`src/rtl/cfg_retry_pkg.sv`:
```
package cfg_retry_pkg;
  typedef enum logic [1:0] {
    CR_WAIT  = 2'd0,
    CR_RETRY = 2'd1,
    CR_PROG  = 2'd2,
    CR_APP   = 2'd3
  } cr_state_e;

  typedef enum logic [1:0] {
    RSP_NORMAL = 2'b00,
    RSP_RETRY  = 2'b01,
    RSP_PROG   = 2'b10
  } rsp_sel_e;
endpackage

```
`src/rtl/cfg_retry_window.sv`:
```
module cfg_retry_window #(
  parameter int CYC_PER_MS = 125000,
  parameter int WINDOW_MS  = 1000
) (
  input  logic clk,
  input  logic rst_n,
  input  logic clear,
  input  logic start,
  output logic expired
);
  localparam int PW = $clog2(CYC_PER_MS > 1 ? CYC_PER_MS : 2);
  localparam int MW = $clog2(WINDOW_MS + 1);
  localparam logic [PW-1:0] PRE_LAST = PW'(CYC_PER_MS - 1);
  localparam logic [MW-1:0] MS_LAST  = MW'(WINDOW_MS);

  logic          running;
  logic [PW-1:0] pre_cnt;
  logic [MW-1:0] ms_cnt;

  always_ff @(posedge clk or negedge rst_n) begin
    if (!rst_n) begin
      running <= 1'b0;
      pre_cnt <= '0;
      ms_cnt  <= '0;
    end else if (clear) begin
      running <= 1'b0;
      pre_cnt <= '0;
      ms_cnt  <= '0;
    end else begin
      if (start) running <= 1'b1;
      if (running && ms_cnt != MS_LAST) begin
        if (pre_cnt == PRE_LAST) begin
          pre_cnt <= '0;
          ms_cnt  <= ms_cnt + 1'b1;
        end else begin
          pre_cnt <= pre_cnt + 1'b1;
        end
      end
    end
  end

  assign expired = running && (ms_cnt == MS_LAST);

  p_ms_bound_r4: assert property (@(posedge clk) disable iff (!rst_n)
    ms_cnt <= MS_LAST);
  p_idle_hold_r4: assert property (@(posedge clk) disable iff (!rst_n)
    (!running && !start && !clear) |=> (ms_cnt == '0 && pre_cnt == '0));
endmodule

```
`src/rtl/cfg_retry_fsm.sv`:
```
module cfg_retry_fsm
  import cfg_retry_pkg::*;
(
  input  logic      clk,
  input  logic      rst_n,
  input  logic      link_ok,
  input  logic      fabric_user,
  input  logic      strap_prog_en,
  input  logic      strap_full_init,
  input  logic      prog_done,
  input  logic      host_switch_req,
  input  logic      expired,
  output cr_state_e state,
  output logic      fault
);
  cr_state_e nxt;

  always_comb begin
    nxt = state;
    if (!link_ok) begin
      nxt = CR_WAIT;
    end else begin
      unique case (state)
        CR_WAIT: begin
          if (fabric_user)                          nxt = CR_APP;
          else if (strap_prog_en && !strap_full_init) nxt = CR_PROG;
          else                                      nxt = CR_RETRY;
        end
        CR_RETRY: if (fabric_user)                      nxt = CR_APP;
        CR_PROG:  if (prog_done)                        nxt = CR_APP;
        CR_APP:   if (host_switch_req && strap_prog_en) nxt = CR_PROG;
        default:  nxt = CR_WAIT;
      endcase
    end
  end

  always_ff @(posedge clk or negedge rst_n) begin
    if (!rst_n) begin
      state <= CR_WAIT;
      fault <= 1'b0;
    end else begin
      state <= nxt;
      if (state == CR_RETRY && expired) fault <= 1'b1;
    end
  end

  p_prog_after_l0_r2: assert property (@(posedge clk) disable iff (!rst_n)
    (state == CR_PROG && $past(state) == CR_WAIT) |-> $past(link_ok));
  p_fault_sticky_r4: assert property (@(posedge clk) disable iff (!rst_n)
    fault |=> fault);
  p_no_switch_r5: assert property (@(posedge clk) disable iff (!rst_n)
    (state == CR_APP && !strap_prog_en) |=> state != CR_PROG);
  p_done_exit_r7: assert property (@(posedge clk) disable iff (!rst_n)
    (state == CR_PROG && prog_done && link_ok) |=> state == CR_APP);
  p_switch_back_r8: assert property (@(posedge clk) disable iff (!rst_n)
    (state == CR_APP && host_switch_req && strap_prog_en && link_ok) |=> state == CR_PROG);
endmodule

```
`src/rtl/cfg_retry_resp.sv`:
```
module cfg_retry_resp
  import cfg_retry_pkg::*;
(
  input  logic       clk,
  input  logic       rst_n,
  input  cr_state_e  state,
  input  logic       req_valid,
  input  logic       req_is_cfg,
  output logic       req_ready,
  output logic       resp_valid,
  input  logic       resp_ready,
  output logic [1:0] resp_sel,
  output logic       retry_hs
);
  logic     accept;
  rsp_sel_e code;

  assign req_ready = (state != CR_WAIT) && (!resp_valid || resp_ready);
  assign accept    = req_valid && req_ready;

  always_comb begin
    unique case (state)
      CR_RETRY: code = req_is_cfg ? RSP_RETRY : RSP_NORMAL;
      CR_PROG:  code = RSP_PROG;
      default:  code = RSP_NORMAL;
    endcase
  end

  assign retry_hs = accept && (state == CR_RETRY) && req_is_cfg;

  always_ff @(posedge clk or negedge rst_n) begin
    if (!rst_n) begin
      resp_valid <= 1'b0;
      resp_sel   <= RSP_NORMAL;
    end else if (accept) begin
      resp_valid <= 1'b1;
      resp_sel   <= code;
    end else if (resp_ready) begin
      resp_valid <= 1'b0;
    end
  end

  p_hold_r12: assert property (@(posedge clk) disable iff (!rst_n)
    (resp_valid && !resp_ready) |=> (resp_valid && $stable(resp_sel)));
  p_prog_route_r6: assert property (@(posedge clk) disable iff (!rst_n)
    (accept && state == CR_PROG) |=> resp_sel == RSP_PROG);
endmodule

```
`src/rtl/cfg_retry_ctrl.sv`:
```
module cfg_retry_ctrl
  import cfg_retry_pkg::*;
#(
  parameter int CYC_PER_MS = 125000,
  parameter int WINDOW_MS  = 1000
) (
  input  logic       clk,
  input  logic       fund_rst_n,
  input  logic       core_cold_rst,
  input  logic       link_up,
  input  logic       fabric_user,
  input  logic       strap_prog_en,
  input  logic       strap_full_init,
  input  logic       prog_done,
  input  logic       host_switch_req,
  input  logic       req_valid,
  output logic       req_ready,
  input  logic       req_is_cfg,
  output logic       resp_valid,
  input  logic       resp_ready,
  output logic [1:0] resp_sel,
  output logic       core_rst_n,
  output logic       fabric_prog_en,
  output logic       retry_fault
);
  cr_state_e state;
  logic      link_ok;
  logic      retry_hs;
  logic      expired;

  assign link_ok = link_up && !core_cold_rst;

  always_ff @(posedge clk or negedge fund_rst_n) begin
    if (!fund_rst_n) core_rst_n <= 1'b0;
    else             core_rst_n <= !core_cold_rst;
  end

  cfg_retry_fsm u_fsm (
    .clk             (clk),
    .rst_n           (fund_rst_n),
    .link_ok         (link_ok),
    .fabric_user     (fabric_user),
    .strap_prog_en   (strap_prog_en),
    .strap_full_init (strap_full_init),
    .prog_done       (prog_done),
    .host_switch_req (host_switch_req),
    .expired         (expired),
    .state           (state),
    .fault           (retry_fault)
  );

  cfg_retry_window #(
    .CYC_PER_MS (CYC_PER_MS),
    .WINDOW_MS  (WINDOW_MS)
  ) u_window (
    .clk     (clk),
    .rst_n   (fund_rst_n),
    .clear   (state != CR_RETRY),
    .start   (retry_hs),
    .expired (expired)
  );

  cfg_retry_resp u_resp (
    .clk        (clk),
    .rst_n      (fund_rst_n),
    .state      (state),
    .req_valid  (req_valid),
    .req_is_cfg (req_is_cfg),
    .req_ready  (req_ready),
    .resp_valid (resp_valid),
    .resp_ready (resp_ready),
    .resp_sel   (resp_sel),
    .retry_hs   (retry_hs)
  );

  assign fabric_prog_en = (state == CR_PROG) && link_ok;

  p_cold_hold_r10: assert property (@(posedge clk) disable iff (!fund_rst_n)
    core_cold_rst |=> !core_rst_n);
  p_no_accept_cold_r10: assert property (@(posedge clk) disable iff (!fund_rst_n)
    $past(core_cold_rst) |-> !req_ready);
  p_full_no_prog_r5: assert property (@(posedge clk) disable iff (!fund_rst_n)
    !strap_prog_en |-> !fabric_prog_en);
endmodule

```
`config.mk`:
```
export PLATFORM = sky130hd
export DESIGN_NAME = cfg_retry_ctrl
export DESIGN_NICKNAME = d
export VERILOG_FILES = /design/src/rtl/cfg_retry_pkg.sv /design/src/rtl/cfg_retry_window.sv /design/src/rtl/cfg_retry_fsm.sv /design/src/rtl/cfg_retry_resp.sv /design/src/rtl/cfg_retry_ctrl.sv
export SDC_FILE = /design/constraint.sdc
export NUM_CORES = 1
export LEC_CHECK = 0
export ABC_AREA = 0
export CORE_MARGIN = 1
export CORE_UTILIZATION = 55
export DETAILED_ROUTE_END_ITERATION = 8
export PLACE_DENSITY = 0.77
export SLEW_MARGIN = 20
export SYNTH_ARGS = -nofsm -noshare
export SYNTH_HDL_FRONTEND = slang
export SYNTH_SLANG_ARGS = --single-unit
```
`constraint.sdc`:
```
create_clock -name clk -period 2 [get_ports clk]
set_input_delay 0.3 -clock clk [delete_from_list [all_inputs] [get_ports clk]]
set_output_delay 0.3 -clock clk [all_outputs]
set_load 0.01 [all_outputs]
```
== Word level (Yosys, flattened, before mapping) ==
Index checks and enable logic that the tools add are counted.

* Input bits: 12
* Output and inout bits: 7
* Register bits after elaboration: 35

* Equal/unequal tests: 10
* Multiplexer cells: 19
* Add/subtract/negate cells: 2
* Reductions and logical operators: 23

{| class="wikitable"
|+ Operator list
! kind !! number
|-
| 2-to-1 mux 17 bit || 3
|-
| 2-to-1 mux 10 bit || 3
|-
| adder 17 x 1 -> 17 bit (second input constant) || 1
|-
| equality test 17 bit (second input constant) || 1
|-
| 2-to-1 mux 2 bit || 6
|-
| logical AND 1 bit || 11
|-
| adder 10 x 1 -> 10 bit (second input constant) || 1
|-
| equality test 10 bit (second input constant) || 1
|-
| inequality test 10 bit (second input constant) || 1
|-
| nonzero test 2 bit || 5
|-
| one-hot mux 2 bit (4 select lines) || 1
|-
| inequality test 3 bit (second input constant) || 2
|-
| 2-to-1 mux 1 bit || 5
|-
| equality test 2 bit (second input constant) || 2
|-
| one-hot mux 2 bit (2 select lines) || 1
|-
| logical NOT 1 bit || 3
|-
| inequality test 3 x 2 -> 1 bit (second input constant) || 1
|-
| AND reduction 3 bit || 1
|-
| equality test 2 x 1 -> 1 bit (second input constant) || 1
|-
| logical NOT 2 bit || 1
|-
| inequality test 2 x 1 -> 1 bit (second input constant) || 1
|-
| AND reduction 2 bit || 1
|-
| logical OR 1 bit || 1
|}

== Logic depth before layout (Yosys ltp) ==
Gate-level depths: netlist of the first run.

* Word-level depth: 8
* Mapped depth: 8
* Gate-level depth less buffers: 6

== By module ==
Synthesis of the first run repeated with hierarchy kept, for this count alone.

* Cell total of the unflattened synthesis: 219
* Area total of the unflattened synthesis: 2,063.2 µm²

{| class="wikitable"
|+ Modules (own cells, without submodules)
! module !! area each (µm²) !! instances !! cells each
|-
| cfg_retry_window || 1,582.8 || 1 || 175
|-
| cfg_retry_fsm || 225.2 || 1 || 23
|-
| cfg_retry_resp || 198.9 || 1 || 16
|-
| cfg_retry_ctrl || 56.3 || 1 || 5
|}

== Worst setup path before layout of the first run ==
Ideal clock, no wire load.

* Path kind: register to register
* Start point: reg u_window.ms_cnt[0]
* End point: reg u_window.ms_cnt[2]
* Required time: 1.922 ns
* Slack: 0.183 ns
* Stages on the path, launching flop included: 8
* Arrival: 1.740 ns
* Cell sequence: dfrtp_1 > inv_1 > ha_1 > nor4bb_2 > a31o_4 > buf_6 > or4_1 > a21oi_1

* Word-level cells in the longest chain between the ends: 4
* Elaborated cells on any way between the ends: 8
* Those cells by class: add/sub (1); eq/ne (1); mux (3); reduce/logical (3)

{| class="wikitable"
|+ Ends and longest elaborated chain
! item !! RTL line !! text
|-
| from (decl) || cfg_retry_window.sv:18 || <nowiki>logic [MW-1:0] ms_cnt;</nowiki>
|-
| from (signal assigned) || cfg_retry_window.sv:34 || <nowiki>ms_cnt <= ms_cnt + 1'b1;</nowiki>
|-
| adder 10 x 1 -> 10 bit or inequality test 10 bit (tied branches) || cfg_retry_window.sv:34, cfg_retry_window.sv:31 ||
|-
| 2-to-1 mux 10 bit or logical AND 1 bit (tied branches) || cfg_retry_window.sv:32, cfg_retry_window.sv:31 ||
|-
| 2-to-1 mux 10 bit or nonzero test 2 bit (tied branches) || - ||
|-
| 2-to-1 mux 10 bit or AND reduction 2 bit (tied branches) || - ||
|}

Parallel ways exist; a longest one is shown, timed or not. The select of a mux whose other input is x is not followed.
A chain may end at the register's enable or synchronous reset.

== Worst setup path after layout of the first run ==
* Start point: reg u_window.pre_cnt[0]
* End point: reg u_window.ms_cnt[4]

* Word-level cells in the longest chain between the ends: 3

{| class="wikitable"
|+ Ends and longest elaborated chain
! item !! RTL line !! text
|-
| from (decl) || cfg_retry_window.sv:17 || <nowiki>logic [PW-1:0] pre_cnt;</nowiki>
|-
| from (signal assigned) || cfg_retry_window.sv:36 || <nowiki>pre_cnt <= pre_cnt + 1'b1;</nowiki>
|-
| equality test 17 bit || cfg_retry_window.sv:32 || <nowiki>if (pre_cnt == PRE_LAST) begin</nowiki>
|-
| nonzero test 2 bit (no line) || - ||
|-
| AND reduction 2 bit (no line) || - ||
|}

No other way between the ends.

==> metrics.csv, run 1 <==
stage;metric;value;unit
timing;setup TNS;0;ps
setup_path;Critical Path Start Type;flip-flop;
synthesis;Seq/Total Area, Yosys;41.5;%
timing;final hold viol count;0;
place;Post-DP HPWL;3190;um
detailed_routing;Iteration-0 DRC Markers;229;
detailed_routing;Wirelength per Cell;16.3;um
outcome;run status;finished, final reports clean;
detailed_routing;final WL;5270;um
global_route;first-pass GRT wire length;8100;um
die;chip height;64.0;um
cells_and_area;share of layout cells above drive strength 1;17.1;%
setup_path;Critical R2R Capture;u_window.ms_cnt[4]$_DFFE_PN0P_;
cts;clk buf depth;2;
cts;Root Driver;clkbuf_8;
setup_path;WP data arrival;2160;ps
flow_run;maxcap violations;0;
synthesis;Main synth FF type;dfrtp_1;
die;CORE AREA;0.00366;sq mm
place;Place WS;87.6;ps
timing;unrepaired setup endpoints after global routing;true;
setup_path;Critical Path, Cell by Cell;ha_2 > and4_4 > nand4_1 > buf_6 > or4_1 > a21oi_2;
synthesis;#FFs+latches synth;35;
detailed_routing;routed vias/inst;6.28;
synthesis;Post-Syn Nets;254;
global_route;initial antenna violation count;0;
setup_path;Top delay family on crit path;simple AND/OR/NAND/NOR gates;
die;Starting Density;57.7;%
global_route;GR Overflow Total;0;
timing;max frequency;0.514;GHz
timing;WHS;77.3;ps
hold_path;hold crit path type;input port to async pin;
setup_path;worst-path fanout max;8;
pwr;Worst VDD drop;0.369;mV
cts;H-tree levels;2;
global_route;pin count of the biggest net entering global routing;43;
global_route;met3 Use GR;6.07;%
setup_path;crit path kind;flip-flop to flip-flop;
cts;Inserted Clock Buffers;5;
detailed_routing;DRT Pass-1 Iters;4;
die;Std-Cell Rows;22;
setup_path;flop-to-flop setup slack;50;ps
cells_and_area;final net count;293;
detailed_routing;vias;2028;
cts;CTS tree;done;
pwr;PD cells;560;mW/mm^2
global_route;M2 GR Usage;40.4;%
setup_path;worst path required time;2220;ps
setup_path;Buf+Inv Stages, Crit Path;1;
cells_and_area;Area Overhead vs Synth;25.0;%
setup_path;crit path to;u_window.ms_cnt[4]$_DFFE_PN0P_;
setup_path;crit path from;u_window.pre_cnt[0]$_DFFE_PN0P_;
setup_path;R2R Path Start;u_window.pre_cnt[0]$_DFFE_PN0P_;
cts;Worst-Skew Late Latency;290;ps
setup_path;Reg2Reg Depth;6;
place;gp weighted congestion;0.800;
detailed_routing;Post-DRT Antenna Nets;0;
die;I/O pin cnt;19;
setup_path;Slowest cell on crit path;or4_1;
setup_path;CP max stage delay;490;ps
setup_path;instance count on the critical path;6;
cts;Clock Sinks;35;
cells_and_area;number of antenna cells inserted;0;
synthesis;Mean Syn Cell Area;8.98;sq um
cells_and_area;Filler cells;269;
cts;clk slew on worst S/H paths;70;ps
global_route;GRT met1 Usage;34.1;%
synthesis;synth unique cells;42;
global_route;vias in the first global route;1788;
place;placed insts;304;
cells_and_area;most frequent cells in the layout;dfrtp_1 (35), nand2_1 (30), buf_4 (25);
pwr;Power Total;0.00148;W
global_route;GR peak layer;met2;
detailed_routing;drc violations;0;
synthesis;async set-or-reset flop fraction in the synthesized netlist;100;%
timing;worst setup margin;54.9;ps
die;area of the die;0.00409;sq mm
cells_and_area;most common cell after layout, fill and taps aside;dfrtp_1;
die;floorplan die width;64.0;um
place;port bufs;18;
synthesis;Synth Warn #;0;
pwr;Leak Pwr;1.05;nW
timing;fin. max-slew vios;0;
synthesis;synthesized cell area;0.00211;sq mm
timing;Finish-stage setup viols;0;
timing;min Tclk post-route;1950;ps
setup_path;CP endpoint kind;flip-flop;
timing;slew at the pin closest to its max-slew limit;780;ps
synthesis;number of synthesized flops with an enable pin;0;
timing;period utilization;97.3;%
timing;Slew HR;48.0;%
global_route;global-route usage over all layers;25.7;%
synthesis;Cells after Synth;235;
cells_and_area;Final Non-Filler Cells;323;
timing;Clock Skew;6.75;ps
through the flow:
step	util (%)	area, sq um
2_1_floorplan	-	2110
3_3_place_gp	66.0	2420
3_5_place_dp	66.0	2420
4_1_cts	68.9	2520
5_1_grt	72.1	2640
6_report	72.1	2640
metal layers:
| metal | wire (um) | part of all wire, % | up-vias |
|---|---|---|---|
| li1 | - | - | 964 |
| met1 | 2420 | 46 | 982 |
| met2 | 2480 | 47 | 74 |
| met3 | 301 | 5.7 | 8 |
| met4 | 64 | 1.2 | 0 |
| met5 | 0 | 0 | - |
cell families (layout without fill, tap and decap cells):
logic type	count (synthesis)	in the layout	share of synthesized area (%)
multiplexers	4	4	1.96
AND/OR/NAND/NOR	105	105	29.0
flip-flops	35	35	41.5
adder cells (fa/ha/maj)	7	7	4.15
buffers and inverters	26	65	5.63
AO/OA/AOI/OAI	58	59	17.7
how the worst min path moves through the flow:
stage | start | endpoint | depth (start not counted)
5_1_grt | fund_rst_n | u_window.ms_cnt[3]$_DFFE_PN0P_ | 1
4_1_cts | fund_rst_n | u_window.pre_cnt[7]$_DFFE_PN0P_ | 1
2_1_floorplan | fund_rst_n | core_rst_n$_DFF_PN0_ | 0
6_report | fund_rst_n | u_window.ms_cnt[1]$_DFFE_PN0P_ | 1
3_3_place_gp | fund_rst_n | u_window.ms_cnt[2]$_DFFE_PN0P_ | 1
3_5_place_dp | fund_rst_n | u_window.ms_cnt[4]$_DFFE_PN0P_ | 1
area by class of cell:
cell class              instances  area (sq um)  share of cell area [%]
repair buffers                 46           398                    15.1
inverters                      11          41.3                    1.56
well taps                      48          60.1                    2.28
multi-input cells             175          1160                    44.1
flip-flops and latches         35           876                    33.2
clock buffers                   8           100                    3.79
Yosys cell counts (all sizes together), types with 2 or more instances:
cell	number	area, sq um
inv	11	41.3
mux2i	3	30.0
dfrtp	35	876
and2	4	25.0
o31ai	8	60.1
nand2	30	113
a21oi	25	125
ha	7	87.6
nand4	10	62.6
nand3	13	65.1
buf	7	47.5
o22ai	6	37.5
nor4	3	18.8
nor2	2	7.51
or3	7	43.8
nand2b	8	50.1
and4	6	52.6
o21ai	5	25.0
o32ai	4	35.0
and3	5	31.3
or4	9	67.6
nand3b	2	15.0
clkbuf	8	30.0
repair_timing:
action                                  in CTS  in global routing
hold buffers                                 0                  0
endpoints found under the hold margin        0                  0
gates resized for setup                      1                  9
buffers inserted                             1                  8
pin swaps                                    0                  2
endpoints found under the setup margin       2                 11
gates cloned                                 0                  2
report_power, final:
part	switching, W	leakage [nW]	internal [W]	total (W)
Clock	0.000266	0.0515	0.000315	0.000580
Sequential	0.00000753	0.484	0.000721	0.000729
Combinational	0.0000908	0.513	0.0000773	0.000168
Total	0.000364	1.05	0.00111	0.00148
registers in the layout, summed over array words and instances (netlist names):
register	flops
u_fsm.fault	1
u_fsm.state	2
u_window.ms_cnt	10
u_window.pre_cnt	17
u_resp.resp_valid	1
core_rst_n	1
u_window.running	1
u_resp.resp_sel	2
No activity file was read; power rests on OpenSTA's default activity.
==> run 2, diff against run 1 <==
- clock period: 2 -> 2.34 ns (I/O delays scaled with it)
==> metrics.csv, run 2 (same netlist as run 1, synthesis figures left out) <==
stage;metric;value;unit
cts;Inserted Clock Buffers;5;
place;gp weighted congestion;0.817;
timing;unrepaired setup endpoints after global routing;false;
timing;period utilization;89.8;%
timing;WHS;135;ps
place;port bufs;18;
cells_and_area;number of antenna cells inserted;0;
cts;CTS tree;done;
die;CORE AREA;0.00366;sq mm
timing;Finish-stage setup viols;0;
setup_path;CP endpoint kind;output pin;
hold_path;hold crit path type;input port to async pin;
timing;setup TNS;0;ps
timing;fin. max-slew vios;0;
global_route;GR Overflow Total;0;
detailed_routing;Wirelength per Cell;14.7;um
timing;Slew HR;48.5;%
pwr;PD cells;488;mW/mm^2
global_route;met3 Use GR;5.89;%
outcome;run status;finished, final reports clean;
cts;Clock Sinks;35;
cells_and_area;final net count;270;
cts;cts hold-fix bufs;0;
detailed_routing;final WL;4390;um
timing;slew at the pin closest to its max-slew limit;772;ps
cells_and_area;Core Util, Final;65.2;%
global_route;GRT met1 Usage;30.0;%
cts;Worst-Skew Late Latency;290;ps
timing;worst setup margin;240;ps
timing;final hold viol count;0;
die;Starting Density;57.7;%
cells_and_area;most frequent cells in the layout;dfrtp_1 (35), nand2_1 (30), a21oi_1 (25);
setup_path;Critical Path Start Type;flip-flop;
setup_path;crit path kind;flip-flop to output pin;
global_route;first-pass GRT wire length;7420;um
cts;clk buf depth;2;
detailed_routing;vias;1836;
cells_and_area;most common cell after layout, fill and taps aside;dfrtp_1;
flow_run;maxcap violations;0;
cts;Root Driver;clkbuf_8;
setup_path;worst-path fanout max;5;
pwr;Worst VDD drop;0.435;mV
timing;min Tclk post-route;2100;ps
detailed_routing;routed vias/inst;6.16;
global_route;vias in the first global route;1648;
cells_and_area;Top reg by flops;u_window.pre_cnt;
global_route;GR peak layer;met2;
cells_and_area;multi-input logic area;0.00112;sq mm
setup_path;worst path required time;1990;ps
cts;post_cts resized;0;
cells_and_area;Reg area;876;sq um
cells_and_area;max reg flops;17;
place;Post-DP HPWL;2980;um
timing;max frequency;0.476;GHz
cells_and_area;Filler cells;308;
global_route;global-route usage over all layers;23.5;%
cells_and_area;share of layout cells above drive strength 1;6.40;%
die;chip height;64.0;um
cts;H-tree levels;2;
global_route;M2 GR Usage;37.2;%
detailed_routing;drc violations;0;
setup_path;WP data arrival;1750;ps
die;Std-Cell Rows;22;
pwr;Leak Pwr;0.909;nW
global_route;pin count of the biggest net entering global routing;43;
cells_and_area;largest registers;u_window.pre_cnt: 17 flops, u_window.ms_cnt: 10 flops;
cts;clk slew on worst S/H paths;70;ps
detailed_routing;Iteration-0 DRC Markers;144;
global_route;initial antenna violation count;0;
timing;Clock Skew;3.44;ps
detailed_routing;Post-DRT Antenna Nets;0;
die;I/O pin cnt;19;
cells_and_area;Area Overhead vs Synth;13.0;%
die;area of the die;0.00409;sq mm
die;floorplan die width;64.0;um
detailed_routing;DRT Pass-1 Iters;4;
place;Place WS;323;ps
cts;Setup Buffers After CTS;0;
-- run 2: cell count changes in the layout (fill, tap and decap cells not counted), sizes merged --
cell / delta
dlygate4sd2: -1
a31o: -1
clkdlybuf4s50: +1
buf: -22
clkbuf: -2
-- run 2: per-stage QoR --
stage / cell area, sq um / power, W / std cells
after global routing: 2390 / 0.00122 / 298
after floorplan: 2110 / 0.000703 / 235
after detailed placement: 2310 / 0.000775 / 292
after CTS: 2390 / 0.00118 / 298
after global placement: 2310 / 0.000772 / 292
final: 2390 / 0.00117 / 298
-- run 2: layout make-up --
type	count	share of cell area, %
Timing Repair Buffer	24	9.23
Sequential cell	35	36.7
Clock buffer	6	3.04
Tap cell	48	2.52
Multi-Input combinational cell	174	46.8
Inverter	11	1.73
-- run 2: critical path: stages, from the launching register on --
cell and delay [ps]:
dfrtp_1 410, inv_1 80, ha_1 250, nor2b_1 170
clkdlybuf4s50_1 550
-- run 2: layer usage --
| layer | vias to the layer above | share of wire (%) |
|---|---|---|
| met5 | - | 0 |
| met4 | 0 | 1.6 |
| met3 | 7 | 6.0 |
| met2 | 57 | 46 |
| met1 | 864 | 47 |
| li1 | 908 | - |
-- run 2: worst paths after layout --
path | startpoint | end | slack (ps) | depth (start not counted)
max reg2reg | u_window.ms_cnt[0]$_DFFE_PN0P_ | u_window.ms_cnt[8]$_DFFE_PN0P_ | 340 | 6
max in group asynchronous | fund_rst_n | u_window.pre_cnt[2]$_DFFE_PN0P_ | 1710 | 1
min reg2reg | u_resp.resp_sel[0]$_DFFE_PN0P_ | u_resp.resp_sel[0]$_DFFE_PN0P_ | 480 | 2
min in group clk | u_resp.resp_sel[0]$_DFFE_PN0P_ | u_resp.resp_sel[0]$_DFFE_PN0P_ | 480 | 2
max | u_fsm.state[0]$_DFFE_PN0P_ | req_ready | 240 | 4
min | fund_rst_n | u_window.ms_cnt[6]$_DFFE_PN0P_ | 140 | 1
-- run 2: where the power goes --
| group | total (W) | internal (W) | switching [W] |
|---|---|---|---|
| sequential | 0.000624 | 0.000617 | 0.00000721 |
| combinational | 0.000137 | 0.0000633 | 0.0000734 |
| clock | 0.000404 | 0.000198 | 0.000206 |
| total | 0.00117 | 0.000879 | 0.000287 |
